$ cat src/rtl/dbg_seq_pkg.sv
package dbg_seq_pkg;

  typedef enum logic [2:0] {
    ST_IDLE = 3'd0,
    ST_S1   = 3'd1,
    ST_S2   = 3'd2,
    ST_S3   = 3'd3,
    ST_FIN  = 3'd4
  } seq_state_t;

  // Next state for channel ch under control word code; ST_IDLE means "no move".
  function automatic seq_state_t seq_target(input logic [3:0] code, input int ch);
    seq_state_t t0, t1, t2;
    t0 = ST_IDLE; t1 = ST_IDLE; t2 = ST_IDLE;
    case (code)
      4'b0001: t0 = ST_S2;
      4'b0010: t1 = ST_S2;
      4'b0011: t2 = ST_S2;
      4'b0100: t0 = ST_S3;
      4'b0101: t1 = ST_S3;
      4'b0110: t2 = ST_S3;
      4'b0111: t0 = ST_FIN;
      4'b1000: t1 = ST_FIN;
      4'b1001: t2 = ST_FIN;
      4'b1010: begin t0 = ST_S2;  t2 = ST_FIN; end
      4'b1011: begin t0 = ST_FIN; t2 = ST_S2;  end
      4'b1100: begin t0 = ST_S3;  t2 = ST_S2;  end
      4'b1101: begin t0 = ST_S3;  t2 = ST_FIN; end
      4'b1110: begin t0 = ST_FIN; t1 = ST_FIN; t2 = ST_FIN; end
      default: ;
    endcase
    case (ch)
      0:       return t0;
      1:       return t1;
      2:       return t2;
      default: return ST_IDLE;
    endcase
  endfunction

endpackage

$ cat src/rtl/dbg_seq_resolve.sv
module dbg_seq_resolve
  import dbg_seq_pkg::*;
#(
  parameter int NUM_CH = 3,
  parameter int CTRL_W = 4,
  parameter int RANGE_CH = 1
) (
  input  logic [CTRL_W-1:0] code,
  input  logic [NUM_CH-1:0] match,
  input  logic              range_mode,
  output logic              hit,
  output logic              fin_hit,
  output seq_state_t        win
);

  seq_state_t        tgt   [NUM_CH];
  logic [NUM_CH-1:0] valid;
  logic [NUM_CH-1:0] to_fin;

  for (genvar i = 0; i < NUM_CH; i++) begin : g_ch
    assign tgt[i]    = seq_target(code, i);
    assign valid[i]  = match[i] && (tgt[i] != ST_IDLE) && !(range_mode && (i == RANGE_CH));
    assign to_fin[i] = valid[i] && (tgt[i] == ST_FIN);
  end

  assign hit     = |valid;
  assign fin_hit = |to_fin;

  always_comb begin
    win = ST_IDLE;
    for (int i = NUM_CH - 1; i >= 0; i--) begin
      if (valid[i]) win = tgt[i];
    end
    if (fin_hit) win = ST_FIN;
  end

  always_comb begin
    if (range_mode) begin
      AST_RANGE_MASK: assert (!valid[RANGE_CH]);
    end
  end

endmodule

$ cat src/rtl/dbg_seq_fsm.sv
module dbg_seq_fsm
  import dbg_seq_pkg::*;
(
  input  logic       clk,
  input  logic       rst_n,
  input  logic       arm,
  input  logic       hit,
  input  seq_state_t win,
  output seq_state_t state,
  output logic       trigger
);

  seq_state_t nxt;
  logic       active;

  assign active = (state == ST_S1) || (state == ST_S2) || (state == ST_S3);

  always_comb begin
    nxt = state;
    if (!arm)                nxt = ST_IDLE;
    else if (state == ST_IDLE) nxt = ST_S1;
    else if (active && hit)  nxt = win;
  end

  always_ff @(posedge clk or negedge rst_n) begin
    if (!rst_n) begin
      state   <= ST_IDLE;
      trigger <= 1'b0;
    end else begin
      state   <= nxt;
      trigger <= active && (nxt == ST_FIN);
    end
  end

  AST_DISARM_IDLE: assert property (@(posedge clk) disable iff (!rst_n)
    !arm |=> (state == ST_IDLE) && !trigger);
  AST_TRIG_PULSE: assert property (@(posedge clk) disable iff (!rst_n)
    trigger |=> !trigger);
  AST_TRIG_IN_FIN: assert property (@(posedge clk) disable iff (!rst_n)
    trigger |-> state == ST_FIN);
  AST_FIN_HOLD: assert property (@(posedge clk) disable iff (!rst_n)
    (state == ST_FIN && arm) |=> state == ST_FIN && !trigger);

endmodule

$ cat src/rtl/dbg_seq_top.sv
module dbg_seq_top
  import dbg_seq_pkg::*;
#(
  parameter int NUM_CH = 3,
  parameter int CTRL_W = 4
) (
  input  logic              clk,
  input  logic              rst_n,
  input  logic              arm,
  input  logic [NUM_CH-1:0] match,
  input  logic              range_mode,
  input  logic [CTRL_W-1:0] ctrl_s1,
  input  logic [CTRL_W-1:0] ctrl_s2,
  input  logic [CTRL_W-1:0] ctrl_s3,
  output logic [2:0]        state_o,
  output logic              trigger_o
);

  seq_state_t        cur;
  seq_state_t        win;
  logic              hit;
  logic              fin_hit;
  logic [CTRL_W-1:0] code;

  always_comb begin
    case (cur)
      ST_S1:   code = ctrl_s1;
      ST_S2:   code = ctrl_s2;
      ST_S3:   code = ctrl_s3;
      default: code = '0;
    endcase
  end

  dbg_seq_resolve #(.NUM_CH(NUM_CH), .CTRL_W(CTRL_W)) u_res (
    .code(code), .match(match), .range_mode(range_mode),
    .hit(hit), .fin_hit(fin_hit), .win(win)
  );

  dbg_seq_fsm u_fsm (
    .clk(clk), .rst_n(rst_n), .arm(arm), .hit(hit), .win(win),
    .state(cur), .trigger(trigger_o)
  );

  assign state_o = cur;

  AST_FIN_WINS: assert property (@(posedge clk) disable iff (!rst_n)
    (arm && fin_hit && (cur == ST_S1 || cur == ST_S2 || cur == ST_S3))
      |=> (cur == ST_FIN) && trigger_o);

endmodule

$ cat config.mk
export PLATFORM = sky130hd
export DESIGN_NAME = dbg_seq_top
export DESIGN_NICKNAME = d
export VERILOG_FILES = /design/src/rtl/dbg_seq_pkg.sv /design/src/rtl/dbg_seq_resolve.sv /design/src/rtl/dbg_seq_fsm.sv /design/src/rtl/dbg_seq_top.sv
export SDC_FILE = /design/constraint.sdc
export NUM_CORES = 1
export LEC_CHECK = 0
export ABC_AREA = 1
export BUFFER_PORTS_ARGS = -buffer_cell sky130_fd_sc_hd__buf_2
export CAP_MARGIN = 25
export CELL_PAD_IN_SITES_DETAIL_PLACEMENT = 1
export CELL_PAD_IN_SITES_GLOBAL_PLACEMENT = 2
export CORE_ASPECT_RATIO = 0.7
export CORE_MARGIN = 2
export CORE_UTILIZATION = 23
export CTS_CLUSTER_SIZE = 12
export DETAILED_ROUTE_END_ITERATION = 10
export PLACE_DENSITY_LB_ADDON = 0.25
export SLEW_MARGIN = 20
export SYNTH_ARGS = -nofsm -noshare
export SYNTH_HDL_FRONTEND = slang
export SYNTH_SLANG_ARGS = --single-unit
$ cat constraint.sdc
create_clock -name clk -period 1.9 [get_ports clk]
set_input_delay 0.19 -clock clk [delete_from_list [all_inputs] [get_ports clk]]
set_output_delay 0.19 -clock clk [all_outputs]
set_load 0.02 [all_outputs]
==> summary.txt <==
Pwr
  – Combinational share of power: 77.0%
  – Design Power: ~1600 µW
  – Leakage power: 0.000565 µW
  – Power Density: 1700 nW/µm²
  – Max IR drop VDD: 0.000678 V
  – Switching Power: 867 µW
  – Flop pwr share: around an eighth
  – Clock share of power: 11.2%
  – Switching share of power: 53.8%
  – Cell-internal power: 743 µW

Synth
  – Synth warnings: 0
  – #FFs+latches synth: 4
  – Net count after synthesis: 126
  – Synthesized area per cell: 6.00 µm²
  – Register area share after synthesis: 15.6%
  – Unique masters post-synth: 20
  – Mapped Area: ~640 µm²
  – Gate count of the mapped netlist: 107

Detailed routing
  – Per-cell routed wire length: between 10 and 15 µm
  – Pre-antenna DRT Iters: 4
  – Post-DRT Antenna Nets: 0
  – Routed vias: 782
  – Via density per instance: 4.52
  – Final WL: 2140 µm
  – Drt initial violations: 30
  – DRC errors left: 0

Finish
  – Commonest non-fill, non-tap cells in the layout: nand2_1 (24), buf_2 (22), inv_1 (11), nand3_1 (11)
  – Reg area: 104 µm²
  – FILL cells: 363
  – Multi-input logic area: 495 µm²
  – Layout cells sized above 1: roughly 49%
  – Commonest non-fill, non-tap cell in the layout: nand2_1
  – Final net count: 160
  – Area grow syn2layout: 47.8%
  – Final instance area: 948 µm²
  – Post-layout util: roughly 37%
  – Ant diodes: 0

Min path
  – Hold crit path type: in2reg

STA
  – Final Skew: 0.00100 ns
  – Fin. Hold Viols: 0
  – RSZ-0062 raised after global routing: yes
  – Max Clock Freq: 0.535 GHz
  – Rel. slew slack: 82.2%
  – Post-route worst setup slack: 0.0318 ns
  – Worst slew pin tran: 0.266 ns
  – Fin. max-slew vios: 0
  – Min Tclk post-route: 1.87 ns
  – Crit share post-route: 98.3%
  – # setup viols final: 0
  – Hold_ws: 0.202 ns

Setup path
  – Crit end category: register
  – Worst Path Required: 2.05 ns
  – Worst-path maximum fanout: 4
  – Critical Path Max Stage Delay: 0.43 ns
  – CP max-delay cell: dfrtp_2
  – Top cell family by delay on the critical path: simple AND/OR/NAND/NOR gates
  – Buf/Inv on CP: 1
  – Startpoint types: register
  – Critical Path Most Common Cell: nand2_1
  – Critical path start-end classification: reg2reg
  – Crit-path cells: buf_4 -> nand4_1 -> nand2_1 -> nor2_4 -> nand2_1 -> nand2_2 -> nand3_1 -> nand2_1 -> nand2_2 -> nor2_4 -> nand2_1 -> nand2_2 -> nand4_1 -> nor2_1
  – CP Data Arrival Time: 2.01 ns

Clock tree
  – Num CTS Buffers: 3
  – Worst-path clk slew: 0.03 ns
  – CTS max path bufs: 2
  – Later-pin clock latency in the skew report: 0.22 ns
  – CTS tree: done
  – Clock root buffer master: clkbuf_8
  – Clk sinks: 4
  – H-tree levels: 1

GRT
  – Largest net degree at the start of global routing: 11
  – Vias in the first global route: 794
  – Total global routing overflow: 0
  – Overall global routing resource usage: 14.4%
  – First-pass GRT wire length: between 3000 and 4000 µm
  – Initial antenna violation count: 0

Placed design
  – Port bufs: 22
  – Placed wire-length estimate: 1770 µm
  – Dpl cell area: 826 µm²
  – Pre-CTS WS: -0.160 ns
  – GPL Wtd Cong: 0.778

Job
  – Max-cap violations: 0

Die
  – Core area: 2550 µm²
  – Die height: 48.2 µm
  – Initial Utilization: 25.1%
  – Die Area: 3240 µm²
  – Row count: 15
  – I/O pin cnt: 23
  – Die width: between 60 and 70 µm

Status
  – Run status: completed
==> layer usage <==
metal  global-route usage, %  wire (µm)
met1                    17.9       1030
met2                    27.7       1060
met3                   0.693         46
met4                    4.90          0
met5                       0          0
==> worst paths after layout <==
path / slack (ns) / end / startpoint / cells past startpoint
worst max register to register: 0.03 / u_fsm.trigger$_DFF_PN0_ / u_fsm.state[1]$_DFF_PN0_ / 14
worst max-delay path: 0.03 / u_fsm.trigger$_DFF_PN0_ / u_fsm.state[1]$_DFF_PN0_ / 14
min in group asynchronous: 0.31 / u_fsm.trigger$_DFF_PN0_ / rst_n / 2
worst min register to register: 0.75 / u_fsm.state[0]$_DFF_PN0_ / u_fsm.state[2]$_DFF_PN0_ / 5
max in group asynchronous: 1.46 / u_fsm.state[0]$_DFF_PN0_ / rst_n / 2
worst min-delay path: 0.20 / u_fsm.state[0]$_DFF_PN0_ / arm / 3
==> flip-flops by register name, indices dropped and copies added (netlist names) <==
| register | count |
|---|---|
| u_fsm.state | 3 |
| u_fsm.trigger | 1 |
==> worst register-to-register path, delay by kind of cell, from the launching register on <==
family	cells	cell delay (ns)
buf+inv	1	0.16
flops	1	0.43
simple gates	13	1.22
==> synth_stat cells <==
cell type / instances / share of area [%]
nand2_1: 27 / 16
inv_1: 12 / 7.0
nand3_1: 12 / 9.4
nor2_1: 10 / 5.8
nand4_1: 8 / 7.8
nand2_2: 6 / 5.8
dfrtp_1: 4 / 16
nor2_4: 4 / 7.0
a21oi_1: 3 / 2.3
inv_2: 3 / 1.8
nor2_2: 3 / 2.9
buf_4: 2 / 2.3
nand3_2: 2 / 3.1
nand4_2: 2 / 3.9
nor3_1: 2 / 1.6
o21ai_0: 2 / 1.6
o21ai_2: 2 / 2.7
buf_6: 1 / 1.8
inv_4: 1 / 0.98
o21ai_1: 1 / 0.78
==> cell families after synthesis <==
kind of cell | share of synthesized area, %
DFF | 15.6
AOI/OAI and AO/OA | 7.41
and+or+nand+nor | 63.2
buffers and inverters | 13.8
==> power groups by stage <==
stage	Combinational (µW)	Clock (µW)	Sequential (µW)
global placement	1090	0	190
global route	1390	192	199
detailed placement	1110	0	192
floorplan	785	0	201
CTS	1180	186	190
finish	1240	180	191
==> cell type report <==
| cell class | count | area share (%) |
|---|---|---|
| well taps | 34 | 4.49 |
| inverters | 16 | 6.86 |
| repair buffers | 32 | 21.1 |
| clock buffers | 3 | 4.35 |
| multi-input cells | 84 | 52.2 |
| flip-flops and latches | 4 | 10.9 |
==> stage by stage <==
step | instances | TNS [ns]
after floorplan | 107 | 0
after global placement | 166 | -0.283
final | 173 | 0
after CTS | 173 | 0
after detailed placement | 166 | -0.461
after global routing | 173 | -0.509
==> repair_timing <==
action,in CTS,in global routing
hold buffers,1,0
resized for setup,6,9
setup buffers,3,0
hold endpoints to repair,4,0
setup endpoints to repair,4,4
pin swaps,0,4
Power figures use the tool's default switching activity.
